<file path="src/rtl/int_flag_pkg.sv">
package int_flag_pkg;

    // operand slots in the evaluation set
    localparam int IFU_NUM_OPS = 3;
    localparam int IFU_OP_A    = 0;
    localparam int IFU_OP_B    = 1;
    localparam int IFU_OP_IMM  = 2;

    // width-slice indices: full word first, half word second
    localparam int IFU_NUM_SLICES = 2;
    localparam int IFU_SL_FULL    = 0;
    localparam int IFU_SL_HALF    = 1;

    localparam int IFU_COND_W = 4;

    typedef struct packed {
        logic so;
        logic ov;
        logic ov32;
        logic ca;
        logic ca32;
    } ifu_flags_t;

endpackage

</file>
<file path="src/rtl/ifu_operand_prep.sv">
module ifu_operand_prep
    import int_flag_pkg::*;
#(
    parameter int DATA_W = 64
) (
    input  logic                                  inv_a_i,
    input  logic [DATA_W-1:0]                     op_a_i,
    input  logic [DATA_W-1:0]                     op_b_i,
    input  logic                                  b_vld_i,
    input  logic [DATA_W-1:0]                     imm_i,
    input  logic                                  imm_vld_i,
    output logic [IFU_NUM_OPS-1:0][DATA_W-1:0]    ops_o,
    output logic [IFU_NUM_OPS-1:0]                ops_vld_o
);

    // operand A is always in the set, optionally inverted
    always_comb begin
        ops_o[IFU_OP_A]       = inv_a_i ? ~op_a_i : op_a_i;
        ops_o[IFU_OP_B]       = op_b_i;
        ops_o[IFU_OP_IMM]     = imm_i;
        ops_vld_o[IFU_OP_A]   = 1'b1;
        ops_vld_o[IFU_OP_B]   = b_vld_i;
        ops_vld_o[IFU_OP_IMM] = imm_vld_i;
    end

endmodule

</file>
<file path="src/rtl/ifu_width_slice.sv">
module ifu_width_slice
    import int_flag_pkg::*;
#(
    parameter int W = 64
) (
    input  logic [IFU_NUM_OPS-1:0][W-1:0] ops_i,
    input  logic [IFU_NUM_OPS-1:0]        ops_vld_i,
    input  logic [W-1:0]                  res_i,
    output logic                          carry_o,
    output logic                          ovf_o
);

    localparam int SIGN = W - 1;

    logic [IFU_NUM_OPS-1:0] gt_res;
    logic [W-1:0]           second;

    // one unsigned magnitude comparator per operand slot
    for (genvar g = 0; g < IFU_NUM_OPS; g++) begin : g_cmp
        assign gt_res[g] = ops_vld_i[g] && (ops_i[g] > res_i);
    end

    assign carry_o = |gt_res;

    // second operand: B when present, else the immediate
    assign second = ops_vld_i[IFU_OP_B] ? ops_i[IFU_OP_B] : ops_i[IFU_OP_IMM];

    assign ovf_o = (ops_i[IFU_OP_A][SIGN] == second[SIGN]) &&
                   (res_i[SIGN] != ops_i[IFU_OP_A][SIGN]);

endmodule

</file>
<file path="src/rtl/ifu_cond_eval.sv">
module ifu_cond_eval
    import int_flag_pkg::*;
#(
    parameter int DATA_W = 64
) (
    input  logic [DATA_W-1:0]     res_i,
    input  logic                  so_i,
    output logic [IFU_COND_W-1:0] cond_o
);

    logic is_neg;
    logic is_zero;
    logic is_pos;

    assign is_neg  = res_i[DATA_W-1];
    assign is_zero = (res_i == '0);
    assign is_pos  = !is_neg && !is_zero;

    assign cond_o = {is_neg, is_pos, is_zero, so_i};

endmodule

</file>
<file path="src/rtl/int_flag_unit.sv">
module int_flag_unit
    import int_flag_pkg::*;
#(
    parameter int DATA_W = 64,
    parameter int HALF_W = 32
) (
    input  logic                  clk,
    input  logic                  rst_n,
    input  logic                  valid_i,
    input  logic                  inv_a_i,
    input  logic [DATA_W-1:0]     op_a_i,
    input  logic [DATA_W-1:0]     op_b_i,
    input  logic                  b_vld_i,
    input  logic [DATA_W-1:0]     imm_i,
    input  logic                  imm_vld_i,
    input  logic [DATA_W-1:0]     result_i,
    input  logic                  carry_en_i,
    input  logic                  ovf_en_i,
    input  logic                  rec_en_i,
    input  logic [1:0]            own_mask_i,
    input  logic                  own_ca_i,
    input  logic                  own_ca32_i,
    output logic                  ca_o,
    output logic                  ca32_o,
    output logic                  ov_o,
    output logic                  ov32_o,
    output logic                  so_o,
    output logic [IFU_COND_W-1:0] cond_o
);

    logic [IFU_NUM_OPS-1:0][DATA_W-1:0] ops;
    logic [IFU_NUM_OPS-1:0]             ops_vld;
    logic [IFU_NUM_SLICES-1:0]          carry_w;
    logic [IFU_NUM_SLICES-1:0]          ovf_w;
    logic                               pair_ok;

    ifu_flags_t            flags_q, flags_d;
    logic [IFU_COND_W-1:0] cond_q, cond_d, cond_new;

    ifu_operand_prep #(.DATA_W(DATA_W)) u_prep (
        .inv_a_i   (inv_a_i),
        .op_a_i    (op_a_i),
        .op_b_i    (op_b_i),
        .b_vld_i   (b_vld_i),
        .imm_i     (imm_i),
        .imm_vld_i (imm_vld_i),
        .ops_o     (ops),
        .ops_vld_o (ops_vld)
    );

    assign pair_ok = ops_vld[IFU_OP_B] | ops_vld[IFU_OP_IMM];

    // full-width and half-width evaluation slices
    for (genvar s = 0; s < IFU_NUM_SLICES; s++) begin : g_slice
        localparam int W = (s == IFU_SL_FULL) ? DATA_W : HALF_W;
        logic [IFU_NUM_OPS-1:0][W-1:0] ops_s;

        always_comb begin
            for (int i = 0; i < IFU_NUM_OPS; i++) begin
                ops_s[i] = ops[i][W-1:0];
            end
        end

        ifu_width_slice #(.W(W)) u_slice (
            .ops_i     (ops_s),
            .ops_vld_i (ops_vld),
            .res_i     (result_i[W-1:0]),
            .carry_o   (carry_w[s]),
            .ovf_o     (ovf_w[s])
        );
    end

    // flag next-state
    always_comb begin
        flags_d = flags_q;
        if (valid_i) begin
            if (carry_en_i) begin
                flags_d.ca   = own_mask_i[0] ? own_ca_i   : carry_w[IFU_SL_FULL];
                flags_d.ca32 = own_mask_i[1] ? own_ca32_i : carry_w[IFU_SL_HALF];
            end
            if (ovf_en_i && pair_ok) begin
                flags_d.ov   = ovf_w[IFU_SL_FULL];
                flags_d.ov32 = ovf_w[IFU_SL_HALF];
                flags_d.so   = flags_q.so | ovf_w[IFU_SL_FULL];
            end
        end
    end

    // condition field sees the summary bit of this same operation
    ifu_cond_eval #(.DATA_W(DATA_W)) u_cond (
        .res_i  (result_i),
        .so_i   (flags_d.so),
        .cond_o (cond_new)
    );

    always_comb begin
        cond_d = cond_q;
        if (valid_i && rec_en_i) begin
            cond_d = cond_new;
        end
    end

    always_ff @(posedge clk or negedge rst_n) begin
        if (!rst_n) begin
            flags_q <= '0;
            cond_q  <= '0;
        end else begin
            flags_q <= flags_d;
            cond_q  <= cond_d;
        end
    end

    assign ca_o   = flags_q.ca;
    assign ca32_o = flags_q.ca32;
    assign ov_o   = flags_q.ov;
    assign ov32_o = flags_q.ov32;
    assign so_o   = flags_q.so;
    assign cond_o = cond_q;

endmodule

</file>
<file path="config.mk">
export PLATFORM = sky130hd
export DESIGN_NAME = int_flag_unit
export DESIGN_NICKNAME = d
export VERILOG_FILES = /design/src/rtl/int_flag_pkg.sv /design/src/rtl/ifu_operand_prep.sv /design/src/rtl/ifu_width_slice.sv /design/src/rtl/ifu_cond_eval.sv /design/src/rtl/int_flag_unit.sv
export SDC_FILE = /design/constraint.sdc
export NUM_CORES = 1
export LEC_CHECK = 0
export BUFFER_PORTS_ARGS = -buffer_cell sky130_fd_sc_hd__clkbuf_2
export CAP_MARGIN = 20
export CORE_MARGIN = 2
export CORE_UTILIZATION = 48
export DETAILED_ROUTE_END_ITERATION = 12
export PLACE_DENSITY = 0.83
export SLEW_MARGIN = 30
export SYNTH_ARGS = -nofsm -noshare
export SYNTH_HDL_FRONTEND = slang
export SYNTH_SLANG_ARGS = --single-unit
export TNS_END_PERCENT = 50
</file>
<file path="constraint.sdc">
create_clock -name clk -period 0.95 [get_ports clk]
set_input_delay 0.0475 -clock clk [delete_from_list [all_inputs] [get_ports clk]]
set_output_delay 0.0475 -clock clk [all_outputs]
set_load 0.03 [all_outputs]
</file>
Word-level counts from Yosys, hierarchy flattened
Cells that the tools add are included.
{ "word_totals": {"romBits": 0, "inputBits": 269, "latch_bits": 0, "mem_bits_rw": 0, "elab_cells": 43, "mem_count": 0, "output_inout_bits": 9, "reg_bits": 9} }
{ "classes": {"n_addsub": 0, "div_mod_pow": 0, "order_cmp": 6, "eq_ne": 4, "n_bitwise": 3, "shift": 0, "mul": 0, "n_mux": 8, "reduce_logical": 16} }
{ "ops": {"columns": ["op", "n"], "rows": [
  ["64-bit > comparator", 3],
  ["64-bit 2-to-1 mux", 2],
  ["32-bit > comparator", 3],
  ["64-bit logical NOT", 1],
  ["64-bit inverter", 1],
  ["32-bit 2-to-1 mux", 1],
  ["1-bit logical AND", 9],
  ["3-bit OR reduction", 2],
  ["5-bit 2-to-1 mux", 1],
  ["2-bit AND reduction", 2],
  ["3-bit 2-to-1 mux", 1],
  ["1-bit equality test", 2],
  ["1-bit logical NOT", 2],
  ["1-bit 2-to-1 mux", 2],
  ["2-bit 2-to-1 mux", 1],
  ["1-bit inequality test", 2],
  ["1-bit bitwise OR", 2]
]} }

Logic depth before layout (Yosys ltp)
Gate-level depths: netlist of run 1.
{ "depth": {"word_depth": 7, "mapped_depth": 11, "mapped_depth_nobuf": 9} }

Cells and area by module
Synthesis of run 1 repeated with hierarchy kept, for this count alone.
{ "hier_totals": {"cells_unflattened": 1092, "hier_area_um2": 8838.5} }
{ "by_module_without_submodules": {"columns": ["module", "n_inst", "cells_each", "area_each_um2", "seq_area_each_um2"], "rows": [
  ["ifu_width_slice at g_slice[0].u_slice", 1, 547, 4400.5, 0.0],
  ["ifu_width_slice at g_slice[1].u_slice", 1, 291, 2220.9, 0.0],
  ["ifu_operand_prep", 1, 203, 1649.1, 0.0],
  ["int_flag_unit", 1, 25, 371.6, 225.2],
  ["ifu_cond_eval", 1, 26, 196.4, 0.0]
]} }

Worst setup path after synthesis of run 1
No wires, ideal clock.
{ "synth_path": {"path_type": "input to register", "startpoint": "input port inv_a_i", "endpoint": "register flags_q (netlist bit ca_o)", "n_path_buf": 2, "arrival_ns": 2.456, "path_slack_ns": -1.630, "t_required_ns": 0.826, "setup_ns": 0.124, "path_stages": 11, "path_cell_list": "buf_2 > buf_1 > xor2_1 > ha_1 > a21oi_1 > o21ai_1 > a221o_1 > or3_1 > nand2_1 > o221ai_1 > o31a_1"} }
{ "synth_via": {"elab_chain_cells": 4} }
{ "synth_rtl": {"columns": ["item", "line_no", "text"], "rows": [
  ["start, declared", "int_flag_unit.sv:10", "input logic inv_a_i,"],
  ["64-bit 2-to-1 mux", "ifu_operand_prep.sv:18", "ops_o[IFU_OP_A] = inv_a_i ? ~op_a_i : op_a_i;"],
  ["64-bit > comparator", "ifu_width_slice.sv:20", "assign gt_res[g] = ops_vld_i[g] && (ops_i[g] > res_i);"],
  ["3-bit OR reduction", "ifu_width_slice.sv:23", "assign carry_o = |gt_res;"],
  ["1-bit 2-to-1 mux", "int_flag_unit.sv:78", "flags_d.ca = own_mask_i[0] ? own_ca_i : carry_w[IFU_SL_FULL];"],
  ["end signal, assigned", "int_flag_unit.sv:108", "flags_q <= flags_d;"],
  ["end, declared", "int_flag_unit.sv:37", "ifu_flags_t flags_q, flags_d;"]
]} }
Every way passes these cells.
A chain may end at the register's enable or synchronous reset.

Final worst setup path of run 1
Ends and elaborated chain as after synthesis.

==> results.md, run 1 <==
- Die width: 112 um
- Slew headroom: 0.691
- CP startpoint kind: primary input
- Post-Syn Nets: 1162
- Final Cell Area: 0.00896 mm2
- Flop pwr share: 0.084
- Via density per instance: 5.65
- Crit path capture type: flip-flop
- Pre-antenna DRT Iters: 7
- Placeable Area: 0.0114 mm2
- Gr usage total: 0.356
- Tightest Pin Transition: 0.453 ns
- Clk pwr share: 0.135
- P&R area growth vs syn: 61.1%
- Max Fclk: 466 MHz
- Placed Area: 0.00844 mm2
- Antenna-violating nets left: 0
- Initial antenna violation count: 0
- Starting DRT DRC Count: 553
- Worst-path maximum fanout: 8
- Vias in the first global route: 7547
- Post-synthesis sequential area ratio: 0.0405
- HPWL Detailed: 19600 um
- Fin crit share: 2.26
- Post-Syn Instances: 701
- Switching share of power: 0.433
- CTS tree: built
- Total CTS buffers: 3
- Failing checks: negative setup slack
- Worst setup path category: primary input to flip-flop
- Clock tree buffer depth: 2
- N_diodes: 0
- Psw: 2.48 mW
- RSZ-0062 raised after global routing: yes
- DP Worst Slack: -1.55 ns
- DR vias: 7387
- First-pass GRT wire length: 36200 um
- Critical Path RT: 1.07 ns
- Mapped cell area: 0.00556 mm2
- Total Neg Setup Slack: -4.53 ns
- Top_reg_cell synth: dfrtp_1
- Lkg Pwr: 5.11 nW
- Comb power frac: 0.781
- WL/cell: 17.6 um
- Min cycle time layout: 2.15 ns
- Post-synthesis register bit count: 9
- Ys Warns: 0
- CTS H-Tree Depth: 1
- Cell-internal power: 3.25 mW
- CTS clk-pin slew, worst paths: 0.04 ns
- Max VDD drop: 0.672 mV
- DRC violations left: 0
- Netlist cell types: 48
- Final-layout fill cell count: 787
- Port Buf Inserts: 277
- Largest net degree at the start of global routing: 16
- Overflow after GRT: 0
- Clock Skew: 0.0000374 ns
- Syn Area/Cell: 7.94 um2
- Ports: 278
- P per Cell Area: 640 mW/mm2
- Max-slew violations: 0
- Gpl congestion: 0.941
- Critical Path AT: 2.27 ns
- Fraction of layout cells with a size suffix above 1: 0.434
- Max-Cap Viols: 0
- Hold Fails Final Rpt: 0
- Run status: finished, violations left
- Worst skew pair latency: 0.24 ns
- Final worst setup slack: -1.20 ns
- Initial Util: 0.489
- HP Class: primary input to flip-flop
- Sink Count: 9
- Chip height: 112 um
- Async SR Flop Fraction: 1.00
- Row cnt: 39
- Power Total: 5.73 mW
- Detailed-route wire length: 23000 um
- Final layout net count: 1627
- Final setup violating endpoints: 8
- Die area: 0.0125 mm2
- Post-synth EDFFs: 0
- Root Driver: clkbuf_16
-- area by class of cell --
class	instances	area [um2]	area share
Multi-Input combinational cell	617	5260	0.586
Timing Repair Buffer	468	2970	0.332
Inverter	67	251	0.0281
Sequential cell	9	225	0.0251
Tap cell	143	179	0.0200
Clock buffer	4	78.8	0.00879
-- critical path, cell delays in order --
cell      delay (ns)
buf_12          0.13
buf_12          0.14
buf_12          0.14
buf_4           0.14
xor2_1          0.15
ha_1            0.30
nand4_1         0.15
nor2_1          0.07
a221o_1         0.34
a211oi_2        0.15
o22a_1          0.16
nand4_1         0.08
o31a_1          0.25
-- kinds of logic (layout without fill, tap and decap cells) --
kind of cell,count (synthesis),in the layout,synth area share
and+or+nand+nor,194,194,0.189
adders and majority gates,192,192,0.432
AOI/OAI and AO/OA,161,161,0.176
buffers and inverters,75,539,0.0508
xor gates and xnor gates,66,66,0.104
DFF,9,9,0.0405
muxes,4,4,0.00765
-- cell usage after synthesis (3+ instances only) --
master	n	area share
a2111oi_0	4	0.0063
a211oi_1	4	0.0054
a21o_1	16	0.022
a21oi_1	79	0.071
a221o_1	5	0.0090
a221oi_1	7	0.011
buf_1	6	0.0040
dfrtp_1	9	0.040
ha_1	192	0.43
inv_1	67	0.045
nand2_1	56	0.038
nand2b_1	3	0.0034
nand3_1	24	0.022
nand4_1	45	0.051
nor2_1	14	0.0094
nor2b_1	4	0.0045
nor3_1	5	0.0045
nor4_1	26	0.029
o211ai_1	4	0.0054
o21ai_0	24	0.022
o31ai_1	3	0.0040
or3_1	4	0.0045
xnor2_1	3	0.0047
xor2_1	63	0.099
-- path summary, 6_finish.rpt --
kind	from	end	slack [ns]	cells after the start
worst min-delay path	result_i[63]	cond_o[2]$_DFFE_PN0P_	0.12	3
worst min register to register	cond_o[3]$_DFFE_PN0P_	cond_o[3]$_DFFE_PN0P_	0.48	2
min in group asynchronous	rst_n	cond_o[2]$_DFFE_PN0P_	0.22	2
max in group asynchronous	rst_n	ov_o$_DFFE_PN0P_	0.52	2
worst max-delay path	inv_a_i	ca_o$_DFFE_PN0P_	-1.20	13
worst max register to register	so_o$_DFF_PN0_	cond_o[0]$_DFFE_PN0P_	0.04	2
-- layer usage --
| layer | part of all wire | GRT usage | routed length [um] |
|---|---|---|---|
| met1 | 0.39 | 0.421 | 9070 |
| met2 | 0.50 | 0.651 | 11500 |
| met3 | 0.070 | 0.0457 | 1620 |
| met4 | 0.038 | 0.139 | 881 |
| met5 | 0 | 0 | 0 |
-- placed cells by master, fill, tap and decap left out, types with 3 or more instances in the layout --
master / instances
nand2_1: 55
buf_6: 9
o21ai_1: 5
nor4_4: 4
a2111oi_0: 3
a21o_1: 16
o21ai_0: 21
nor3_1: 5
clkbuf_2: 276
ha_1: 191
xor2_1: 61
nor2_1: 13
xnor2_1: 3
nand3_1: 23
nor4_1: 16
o211ai_1: 4
clkbuf_16: 3
a221o_1: 5
buf_12: 4
nor2b_1: 4
dfrtp_1: 9
nor4_2: 6
a21oi_1: 78
buf_4: 175
a221oi_1: 6
inv_1: 67
nand4_1: 45
-- registers in the layout, summed over array words and instances, names as in the netlist --
register	count
ov32_o	1
ca32_o	1
ca_o	1
ov_o	1
so_o	1
cond_o	4
-- per-stage QoR --
| stage | hold WS (ns) | instances | util |
|---|---|---|---|
| after floorplan | -0.248 | 701 | - |
| after global placement | -0.0802 | 1286 | 0.742 |
| after detailed placement | -0.0781 | 1286 | 0.742 |
| after CTS | 0.121 | 1305 | 0.776 |
| after global routing | 0.142 | 1308 | 0.788 |
| final | 0.121 | 1308 | 0.788 |
-- power by group through the flow --
stage / Combinational (mW) / Sequential (mW) / Clock, mW
floorplan: 1.97 / 0.606 / 0
global placement: 3.90 / 0.482 / 0
detailed placement: 4.07 / 0.486 / 0
CTS: 4.27 / 0.481 / 0.772
global route: 4.94 / 0.492 / 0.787
finish: 4.48 / 0.484 / 0.771
-- timing repair --
action                                 4_1_cts  5_1_grt
hold buffers                                 1        0
gates resized for setup                     28       23
setup buffers                               11        3
cloned                                       3        0
pin swaps                                   33        6
endpoints found under the hold margin        9        0
setup endpoints to repair                    8        8
Power figures use the tool's default switching activity.
==> run 2: changes to the inputs <==
- CELL_PAD_IN_SITES_DETAIL_PLACEMENT: unset -> 0
- CELL_PAD_IN_SITES_GLOBAL_PLACEMENT: unset -> 1
- CORE_UTILIZATION: 48 -> 33
- PLACE_DENSITY: 0.83 -> unset
- PLACE_DENSITY_LB_ADDON: unset -> 0.1
- RECOVER_POWER: unset -> 100
==> results.md, run 2 (same netlist as run 1, synthesis figures left out) <==
- Placed Instances: 1376
- Fin crit share: 2.23
- Comb power frac: 0.782
- DR vias: 6884
- Reg2reg setup slack: 0.03 ns
- CTS H-Tree Depth: 1
- Run status: finished, violations left
- Hold Path Origin: own_mask_i[1]
- Psw: 2.36 mW
- Initial Util: 0.337
- Max-slew violations: 0
- Worst skew pair latency: 0.23 ns
- Critical Path AT: 2.24 ns
- Gr usage total: 0.239
- DP Worst Slack: -1.62 ns
- Placed Area: 0.00863 mm2
- Port Buf Inserts: 277
- Cell-internal power: 3.26 mW
- Critical path cell sequence: buf_16 > buf_6 > xor2_1 > ha_1 > nand4_1 > nor2_1 > a221o_1 > or3_4 > nand2_2 > o221ai_1 > o31a_1
- Failing checks: negative setup slack
- WL/cell: 15.9 um
- Max Fclk: 471 MHz
- Detailed-route wire length: 22100 um
- Overflow after GRT: 0
- Non-filler cells, final: 1391
- Total CTS buffers: 3
- CP endpoint: ca_o$_DFFE_PN0P_
- Pre-antenna DRT Iters: 4
- Max reg flops: 4
- Tightest Pin Transition: 0.536 ns
- Flop pwr share: 0.085
- Min cycle time layout: 2.12 ns
- Antenna-violating nets left: 0
- Final layout net count: 1633
- Commonest non-fill, non-tap cell in the layout: clkbuf_2
- Clk pwr share: 0.133
- Commonest cells after routing, fill and taps aside: clkbuf_2, ha_1, buf_4
- DRC violations left: 0
- HP Class: primary input to flip-flop
- Critical Path RT: 1.06 ns
- Clock Skew: 0.0000521 ns
- Initial antenna violation count: 1
- Switching share of power: 0.420
- CP startpoint kind: primary input
- Vias in the first global route: 6983
- CP max-delay cell: or3_4
- Max VDD drop: 0.377 mV
- Final setup violating endpoints: 8
- Fraction of layout cells with a size suffix above 1: 0.445
- Crit Reg-Reg Endpoint: cond_o[0]$_DFFE_PN0P_
- Clock tree buffer depth: 2
- Sink Count: 9
- Starting DRT DRC Count: 302
- Die area: 0.0179 mm2
- Placeable Area: 0.0165 mm2
- Worst r2r src: so_o$_DFF_PN0_
- Max-Cap Viols: 0
- CTS clk-pin slew, worst paths: 0.04 ns
- Total Neg Setup Slack: -3.85 ns
- Slew headroom: 0.633
- Final worst setup slack: -1.17 ns
- First-pass GRT wire length: 33900 um
- Root Driver: clkbuf_16
- Via density per instance: 4.95
- Gpl congestion: 0.863
- Final Cell Area: 0.00920 mm2
- Ports: 278
- Core Util, Final: 0.557
- Row cnt: 47
- Worst-path maximum fanout: 6
- N_diodes: 0
- HPWL Detailed: 20100 um
- Crit path launch: inv_a_i
- P&R area growth vs syn: 65.4%
- Largest net degree at the start of global routing: 15
- Worst setup path category: primary input to flip-flop
- Reg2reg path depth: 2
- Slowest stage delay, CP: 0.39 ns
- Crit path capture type: flip-flop
- CTS tree: built
- Die width: 134 um
- Lkg Pwr: 5.13 nW
- P per Cell Area: 611 mW/mm2
- RSZ-0062 raised after global routing: yes
- Chip height: 134 um
- Hold Fails Final Rpt: 0
## run 2: cell count changes in the layout (fill, tap and decap cells not counted), sizes merged
cell and delta:
buf +6, clkbuf +1, bufbuf -1
## run 2: layer usage
metal	global-route usage	share of wire	wire, um	vias to the layer above
met5	0	0.00059	13	-
met4	0.0313	0.0090	199	2
met3	0.0299	0.057	1260	14
met2	0.436	0.49	10700	186
met1	0.307	0.45	9900	3080
li1	-	-	-	3602
## run 2: worst min path at each step
stage | end | slack (ns) | cells after the start
after global placement | cond_o[0]$_DFFE_PN0P_ | -0.08 | 1
after CTS | cond_o[2]$_DFFE_PN0P_ | 0.13 | 3
after detailed placement | cond_o[0]$_DFFE_PN0P_ | -0.08 | 1
after global routing | cond_o[2]$_DFFE_PN0P_ | 0.16 | 3
final | ca32_o$_DFFE_PN0P_ | 0.12 | 3
after floorplan | ca32_o$_DFFE_PN0P_ | -0.25 | 0
## run 2: cell type report
cell class | count | area (um2)
flip-flops and latches | 9 | 225
well taps | 220 | 275
clock buffers | 4 | 78.8
repair buffers | 474 | 3030
inverters | 67 | 251
fillers | 1660 | 7320
multi-input cells | 617 | 5340
## run 2: what timing repair did
item | in CTS | in global routing
gates cloned | 2 | 1
hold buffers | 1 | 0
gates resized for setup | 47 | 15
setup endpoints to repair | 8 | 8
hold endpoints to repair | 9 | 0
pin swaps | 25 | 15
setup buffers | 5 | 2
## run 2: power groups by stage
stage               clock network [mW]  registers, mW  logic (mW)
floorplan                            0          0.606        1.97
global placement                     0          0.481        4.06
detailed placement                   0          0.483        4.09
CTS                              0.752          0.479        4.33
global route                     0.776          0.488        4.95
finish                           0.746          0.480        4.40
## run 2: metrics by stage
stage	hold WS, ns	power, mW
final	0.123	5.63
after global routing	0.164	6.21
after CTS	0.126	5.56
after detailed placement	-0.0812	4.57
after global placement	-0.0784	4.54
after floorplan	-0.248	2.57
## run 2: worst max-delay path: cells and delay by family
kind	cells	cell delay, ns
adders and majority gates	1	0.29
AOI/OAI and AO/OA	3	0.72
buffers and inverters	2	0.27
and+or+nand+nor	4	0.76
xor gates and xnor gates	1	0.16
